==> src/rtl/tmr_incond_pkg.sv <==
package tmr_incond_pkg;
  localparam int unsigned SENS_W = 2;
  localparam int unsigned MAX_LEN = 8;
  localparam int unsigned LEN_W = $clog2(MAX_LEN) + 1;
  localparam int unsigned RUN_W = $clog2(MAX_LEN);

  typedef enum logic [1:0] {
    EDGE_RISE  = 2'b00,
    EDGE_FALL  = 2'b01,
    EDGE_BOTH  = 2'b10,
    EDGE_BOTH2 = 2'b11
  } edge_sel_e;

  // required consecutive-sample count; 1 means bypass
  function automatic logic [LEN_W-1:0] sens_to_len(input logic [SENS_W-1:0] s);
    case (s)
      2'd1:    sens_to_len = LEN_W'(2);
      2'd2:    sens_to_len = LEN_W'(4);
      2'd3:    sens_to_len = LEN_W'(8);
      default: sens_to_len = LEN_W'(1);
    endcase
  endfunction
endpackage

==> src/rtl/in_sync.sv <==
module in_sync #(
  parameter int unsigned W = 1
) (
  input  logic         clk_i,
  input  logic         rst_ni,
  input  logic [W-1:0] d_i,
  output logic [W-1:0] q_o
);
  logic [W-1:0] meta_q, sync_q;

  always_ff @(posedge clk_i or negedge rst_ni) begin
    if (!rst_ni) begin
      meta_q <= '0;
      sync_q <= '0;
    end else begin
      meta_q <= d_i;
      sync_q <= meta_q;
    end
  end

  assign q_o = sync_q;
endmodule

==> src/rtl/filt_group.sv <==
module filt_group
  import tmr_incond_pkg::*;
#(
  parameter int unsigned W = 1
) (
  input  logic              clk_i,
  input  logic              rst_ni,
  input  logic [W-1:0]      smp_i,
  input  logic [SENS_W-1:0] sens_i,
  output logic [W-1:0]      lvl_o
);
  logic [LEN_W-1:0] len;
  logic             bypass;

  assign len    = sens_to_len(sens_i);
  assign bypass = (sens_i == '0);

  for (genvar i = 0; i < W; i++) begin : g_bit
    logic [RUN_W-1:0] run_q;
    logic             lvl_q;
    logic [LEN_W-1:0] run_nxt;

    assign run_nxt = LEN_W'(run_q) + LEN_W'(1);

    always_ff @(posedge clk_i or negedge rst_ni) begin
      if (!rst_ni) begin
        run_q <= '0;
        lvl_q <= 1'b0;
      end else if (bypass) begin
        run_q <= '0;
        lvl_q <= smp_i[i];
      end else if (smp_i[i] == lvl_q) begin
        run_q <= '0;
      end else if (run_nxt >= len) begin
        // >= keeps the run bounded if the setting drops mid-run
        run_q <= '0;
        lvl_q <= smp_i[i];
      end else begin
        run_q <= run_nxt[RUN_W-1:0];
      end
    end

    assign lvl_o[i] = lvl_q;
  end
endmodule

==> src/rtl/edge_pick.sv <==
module edge_pick
  import tmr_incond_pkg::*;
(
  input  logic       clk_i,
  input  logic       rst_ni,
  input  logic       lvl_i,
  input  logic [1:0] sel_i,
  output logic       pulse_o
);
  logic      lvl_q;
  logic      rise, fall;
  edge_sel_e sel;

  always_ff @(posedge clk_i or negedge rst_ni) begin
    if (!rst_ni) lvl_q <= 1'b0;
    else         lvl_q <= lvl_i;
  end

  assign sel  = edge_sel_e'(sel_i);
  assign rise = lvl_i & ~lvl_q;
  assign fall = ~lvl_i & lvl_q;

  always_comb begin
    case (sel)
      EDGE_RISE: pulse_o = rise;
      EDGE_FALL: pulse_o = fall;
      default:   pulse_o = rise | fall;
    endcase
  end
endmodule

==> src/rtl/tmr_input_cond.sv <==
module tmr_input_cond
  import tmr_incond_pkg::*;
#(
  parameter int unsigned N_CNT = 2,
  parameter int unsigned N_TRG = 2
) (
  input  logic              clk_i,
  input  logic              rst_ni,
  input  logic [N_CNT-1:0]  cnt_in_i,
  input  logic [N_TRG-1:0]  trg_in_i,
  input  logic [SENS_W-1:0] cnt_sens_i,
  input  logic [SENS_W-1:0] trg_sens_i,
  input  logic [1:0]        edge_sel_i,
  output logic [N_CNT-1:0]  cnt_lvl_o,
  output logic [N_TRG-1:0]  trg_lvl_o,
  output logic              cnt_pulse_o
);
  logic [N_CNT-1:0] cnt_sync;
  logic [N_TRG-1:0] trg_sync;

  in_sync #(.W(N_CNT)) u_cnt_sync (
    .clk_i(clk_i), .rst_ni(rst_ni), .d_i(cnt_in_i), .q_o(cnt_sync)
  );

  in_sync #(.W(N_TRG)) u_trg_sync (
    .clk_i(clk_i), .rst_ni(rst_ni), .d_i(trg_in_i), .q_o(trg_sync)
  );

  filt_group #(.W(N_CNT)) u_cnt_filt (
    .clk_i(clk_i), .rst_ni(rst_ni), .smp_i(cnt_sync),
    .sens_i(cnt_sens_i), .lvl_o(cnt_lvl_o)
  );

  filt_group #(.W(N_TRG)) u_trg_filt (
    .clk_i(clk_i), .rst_ni(rst_ni), .smp_i(trg_sync),
    .sens_i(trg_sens_i), .lvl_o(trg_lvl_o)
  );

  edge_pick u_edge (
    .clk_i(clk_i), .rst_ni(rst_ni), .lvl_i(cnt_lvl_o[0]),
    .sel_i(edge_sel_i), .pulse_o(cnt_pulse_o)
  );
endmodule

==> config.mk <==
export PLATFORM = sky130hd
export DESIGN_NAME = tmr_input_cond
export DESIGN_NICKNAME = d
export VERILOG_FILES = /design/src/rtl/tmr_incond_pkg.sv /design/src/rtl/in_sync.sv /design/src/rtl/filt_group.sv /design/src/rtl/edge_pick.sv /design/src/rtl/tmr_input_cond.sv
export SDC_FILE = /design/constraint.sdc
export NUM_CORES = 1
export LEC_CHECK = 0
export BUFFER_PORTS_ARGS = -buffer_cell sky130_fd_sc_hd__buf_2
export CAP_MARGIN = 20
export CELL_PAD_IN_SITES_DETAIL_PLACEMENT = 1
export CELL_PAD_IN_SITES_GLOBAL_PLACEMENT = 2
export CORE_UTILIZATION = 37
export DETAILED_ROUTE_END_ITERATION = 8
export GPL_TIMING_DRIVEN = 0
export PLACE_DENSITY = 0.73
export SYNTH_ARGS = -nofsm -noshare
export SYNTH_HDL_FRONTEND = slang
export SYNTH_SLANG_ARGS = --single-unit
==> constraint.sdc <==
create_clock -name clk_i -period 2.3 [get_ports clk_i]
set_clock_uncertainty 0.15 [all_clocks]
set_input_delay 0.23 -clock clk_i [delete_from_list [all_inputs] [get_ports clk_i]]
set_output_delay 0.23 -clock clk_i [all_outputs]
set_load 0.01 [all_outputs]
# Word-level counts from Yosys, hierarchy flattened
# Index checks and enable logic that the tools add are counted.
totals:
  ff_bits: 25
  in_bits: 12
  output_inout_bits: 5
  wordCells: 79
classes:
  addsub: 4
  n_lt_le_gt_ge: 4
  n_eq_ne: 15
  n_mux: 27
  bitwise: 5
  reduce_logical: 11
op_table:
  columns: ["op", "n"]
  rows:
  - ["$mux 3", 12]
  - ["$pmux 4 s3", 2]
  - ["$add 3x1->4 const B", 4]
  - ["$ge 4x4->1", 4]
  - ["$mux 1", 12]
  - ["$eq 2x2->1 const B", 4]
  - ["$ne 2x1->1 const B", 4]
  - ["$reduce_and 2->1", 4]
  - ["$reduce_bool 2->1", 4]
  - ["$eq 2x1->1 const B", 3]
  - ["$logic_not 2->1", 3]
  - ["$eq 1x1->1", 4]
  - ["$and 1x1->1", 2]
  - ["$not 1->1", 2]
  - ["$pmux 1 s2", 1]
  - ["$or 1x1->1", 1]

# Depth between registers and ports, before layout
depth:
  depth_word: 6
  ltp_mapped: 6
  mapped_depth_nobuf: 6

# By module
# From an unflattened synthesis, not the netlist that was laid out.
unflattened:
  cells_unflattened: 123
  area_unflattened_um2: 1403.8
by_module_without_submodules:
  columns: ["mod", "n_inst", "cells_each", "area_per_inst_um2", "seq_area_each_um2"]
  rows:
  - ["filt_group", 2, 54, 563.0, 200.2]
  - ["in_sync", 2, 4, 100.1, 100.1]
  - ["edge_pick", 1, 7, 77.6, 25.0]

# Worst setup path after synthesis
# No wires, ideal clock.
synth_timing:
  kind: "flip-flop to flip-flop"
  start: "register u_cnt_filt.g_bit[1].run_q[0]"
  end: "register u_cnt_filt.g_bit[1].lvl_q"
  setup_ps: 128
  arrival_time_ps: 1639
  t_required_ps: 2022
  setup_slack_ps: 383
  path_stages_with_launch: 6
  path_buffers: 0
  synth_period_minus_slack_ps: 1917
  cell_sequence: "dfrtp_1 > ha_1 > ha_1 > a221oi_2 > o21ai_1 > mux2_1"
synth_via:
  elab_chain_len: 4
synth_rtl:
  columns: ["item", "line_no", "text"]
  rows:
  - ["from (decl)", "filt_group.sv:19", "logic [RUN_W-1:0] run_q;"]
  - ["from (signal assigned)", "filt_group.sv:39", "run_q <= run_nxt[RUN_W-1:0];"]
  - ["$add 3x1->4", "filt_group.sv:23", "assign run_nxt = LEN_W'(run_q) + LEN_W'(1);"]
  - ["$ge 4x4->1", "filt_group.sv:34", "end else if (run_nxt >= len) begin"]
  - ["$reduce_bool 2->1 (no line)", null, null]
  - ["$reduce_and 2->1 (no line)", null, null]
  - ["to (signal assigned)", "filt_group.sv:31", "lvl_q <= smp_i[i];"]
  - ["to (signal assigned)", "filt_group.sv:37", "lvl_q <= smp_i[i];"]
  - ["to (decl)", "filt_group.sv:20", "logic lvl_q;"]
# Every way passes these cells.
# A chain may end at the register's enable or synchronous reset.

# Worst setup path after layout
# Same ends and word-level chain as after synthesis.

==> flow_summary_export.csv <==
group,metric,value,unit
routing,wirelength,2670,um
final_layout,multi_input_area,728,sq um
synthesis,synth_fp_nets,154,
min_path,hold_class,"reg -> reg",
clock_network,clk_pin_slew_worst_paths,0.08,ns
global_routing,grt_start_max_net_pins,26,
global_routing,grt_pass1_vias,1114,
global_routing,grtUsageTotal,0.151,
synthesis,ys_seq_area_frac,0.445,
worst_setup_path,worstPathRequired,2.31,ns
timing,worst_slack,0.257,ns
routing,viasPerCell,5.12,
routing,wl_per_cell,13.5,um
timing,finalHoldViolations,0,
worst_setup_path,critPathMaxFanout,4,
synthesis,synth_area_per_cell,11.3,sq um
die,ios,17,
worst_setup_path,critical-path-top-delay-family,"adder cells",
timing,layout_min_cycle_time,2.04,ns
die,start_util,0.384,
die,dieArea,4050,sq um
final_layout,syn2layout_area_growth,16.7,%
worst_setup_path,crit_top_cell,"ha_1",
synthesis,synth_cells,124,
power,combPwrFrac,0.456,
timing,final.period_utilization,0.888,
power,power_frac_seq,0.388,
timing,grt_setup_unrepaired,"false",
timing,final.setup.tns,0,ns
synthesis,synth_area_leader_cell,"dfrtp_1",
clock_network,clk_latency,0.27,ns
global_routing,gr-total-overflow,0,
final_layout,fin_util,0.448,
timing,holdWs,0.208,ns
worst_setup_path,slowest_delay,0.42,ns
die,fp-row-count,22,
routing,drt_iter0_markers,33,
final_layout,seq_area,626,sq um
worst_setup_path,rr_startpoint,"u_cnt_filt.g_bit[1].run_q[0]$_DFF_PN0_",
min_path,min_path_cells,0,
synthesis,yosys-top-cells-area,"dfrtp_1 (44%), ha_1 (16%), xor2_1 (5.0%)",
synthesis,synthDistinctLibCells,22,
routing,via_count,1008,
final_layout,antenna_cells,0,
worst_setup_path,reg2reg_depth,5,
synthesis,ys_warn_count,0,
power,vdd_drop_max,0.358,mV
power,power_density,1020,nW/um^2
final_layout,stdcell_count,197,
power,power.switching,610,uW
min_path,holdPathEnd,"u_cnt_sync.q_o[0]$_DFF_PN0_",
flow_run,cap_violations,0,
final_layout,nets,180,
placement,dpl.hpwl,2100,um
timing,setup_viol,0,
worst_setup_path,worst_ep_arrival_time,2.05,ns
placement,gp_congestion,0.761,
timing,worst_slew_pin_slew,0.533,ns
die,core,3660,sq um
worst_setup_path,path_buf_inv,0,
power,power_frac_clock,0.155,
global_routing,grt_antenna_before_repair,0,
clock_network,root_buffer,"clkbuf_8",
routing,ant_nets,0,
placement,dp_cells,188,
power,power.leakage,0.000808,uW
die,die_h,63.7,um
clock_network,cts.sinks,25,
timing,max_freq,489,MHz
outcome,status,"finished, final reports clean",
die,die_w,63.7,um
worst_setup_path,timing.rr.end,"u_cnt_filt.g_bit[1].lvl_q$_DFFE_PN0P_",
min_path,hp-start,"u_cnt_sync.meta_q[0]$_DFF_PN0_",
clock_network,cts_tree,"yes",
worst_setup_path,critPathKind,"reg -> reg",
worst_setup_path,worstSetupStartpointType,"flop",
placement,port-buffer-count,16,
clock_network,cts-buffers-inserted,3,
final_layout,layout-drive-gt1-share,0.208,
global_routing,grt_pass1_wl,4780,um
clock_network,cts_max_level,1,
worst_setup_path,cp-end-kind,"flop",
synthesis,syn_area,1410,sq um
worst_setup_path,worstPathCellList,"ha_1 -> ha_1 -> a221oi_2 -> o21ai_1 -> mux2_1",
power,p_int,1060,uW
synthesis,synth_top_area_frac,0.445,
worst_setup_path,crit_slowest_cell,"dfrtp_1",
power,switching_share,0.366,
routing,firstDrtPassIters,2,
worst_setup_path,r2r_setup_slack,0.26,ns
timing,slew_viol_final,0,
placement,place_ws,0.148,ns
clock_network,cts_max_path_buffers,2,
timing,maxSlewHeadroom,0.645,
worst_setup_path,crit_start,"u_cnt_filt.g_bit[1].run_q[0]$_DFF_PN0_",
routing,post-route-drc-count,0,
synthesis,ys_ff_latch,25,
final_layout,n_fill_cell,417,
## stage by stage
stage	instance area, sq um	power (uW)
final	1640	1670
after global placement	1550	1370
after CTS	1640	1690
after global routing	1640	1820
after floorplan	1410	1210
after detailed placement	1550	1420
## power by group through the flow
stage,Clock [uW],Combinational [uW],Sequential (uW)
after floorplan,0,578,627
after global placement,0,725,650
after detailed placement,0,764,659
after CTS,267,777,650
after global routing,288,862,670
final,259,760,647
## cell usage in the layout, fill, tap and decap left out
cell type	n
dfrtp_1	25
ha_1	18
buf_2	16
nor2_1	10
xor2_1	8
nand2_1	6
inv_1	6
a211oi_1	5
nand2b_1	5
dlygate4sd3_1	5
o21ai_0	4
a221oi_2	4
nor3b_1	4
nor3_1	4
a211o_1	4
o21ai_1	4
mux2_1	4
buf_4	4
clkbuf_8	3
and3_1	2
and3_2	2
nand2b_4	2
nor2b_1	1
a21oi_1	1
or2b_1	1
clkbuf_1	1
## worst register-to-register path: stages (launching register included)
cell and delay [ns]:
dfrtp_1 0.42, ha_1 0.33, ha_1 0.33, a221oi_2 0.28, o21ai_1 0.11, mux2_1 0.32
## how the worst max path moves through the flow
stage	end	slack, ns	depth (start not counted)
after floorplan	u_cnt_filt.g_bit[1].lvl_q$_DFFE_PN0P_	0.38	5
after global placement	u_trg_filt.g_bit[0].lvl_q$_DFFE_PN0P_	0.14	7
after detailed placement	u_trg_filt.g_bit[0].lvl_q$_DFFE_PN0P_	0.15	7
after CTS	u_trg_filt.g_bit[1].lvl_q$_DFFE_PN0P_	0.24	5
after global routing	u_cnt_filt.g_bit[1].lvl_q$_DFFE_PN0P_	0.15	5
final	u_cnt_filt.g_bit[1].lvl_q$_DFFE_PN0P_	0.26	5
## state kept, by name (all words and copies together) (netlist names)
name	count
u_edge.lvl_q	1
u_trg_sync.meta_q	2
u_cnt_sync.meta_q	2
u_trg_filt.g_bit.lvl_q	2
u_cnt_filt.g_bit.lvl_q	2
u_trg_sync.q_o	2
u_cnt_filt.g_bit.run_q	6
u_cnt_sync.q_o	2
u_trg_filt.g_bit.run_q	6
## metal layers
metal  global-route usage  routed length [um]  vias to the layer above
met1                0.186                1260                      498
met4               0.0426                  30                        0
met3               0.0236                  73                        3
met2                0.267                1300                       15
li1                     -                   -                      492
met5                    0                   0                        -
## cell usage after synthesis
library cell / number
ha_1: 18
a211o_1: 4
a21oi_1: 1
buf_4: 4
dfrtp_1: 25
nor2b_1: 1
nand2b_1: 5
nor3b_1: 4
or2b_1: 1
o21ai_1: 4
a211oi_1: 5
nor2_1: 10
a221oi_2: 4
nand2_1: 6
nand2b_4: 2
and3_2: 2
xor2_1: 8
and3_1: 2
o21ai_0: 4
inv_1: 6
nor3_1: 4
mux2_1: 4
## final cells by class
type | instances | area share
buffer | 4 | 0.0183
clock buffer | 4 | 0.0274
inverter | 6 | 0.0137
multi-input combinational | 89 | 0.444
sequential | 25 | 0.381
tap | 48 | 0.0366
timing repair buffer | 21 | 0.0793
## what timing repair did
| action | 4_1_cts | 5_1_grt |
|---|---|---|
| endpoints found under the hold margin | 29 | 0 |
| hold buffers | 5 | 0 |
| setup buffers | 0 | 0 |
| gates resized for setup | 0 | 0 |
## cells by family after synthesis
group                    Yosys count  synth area share
AND/OR/NAND/NOR                   37             0.149
flip-flops                        25             0.445
AO/OA/AOI/OAI                     22             0.126
adder cells (fa/ha/maj)           18             0.160
buffers and inverters             10            0.0374
XOR/XNOR                           8            0.0498
multiplexers                       4            0.0320
Power figures use the tool's default switching activity.
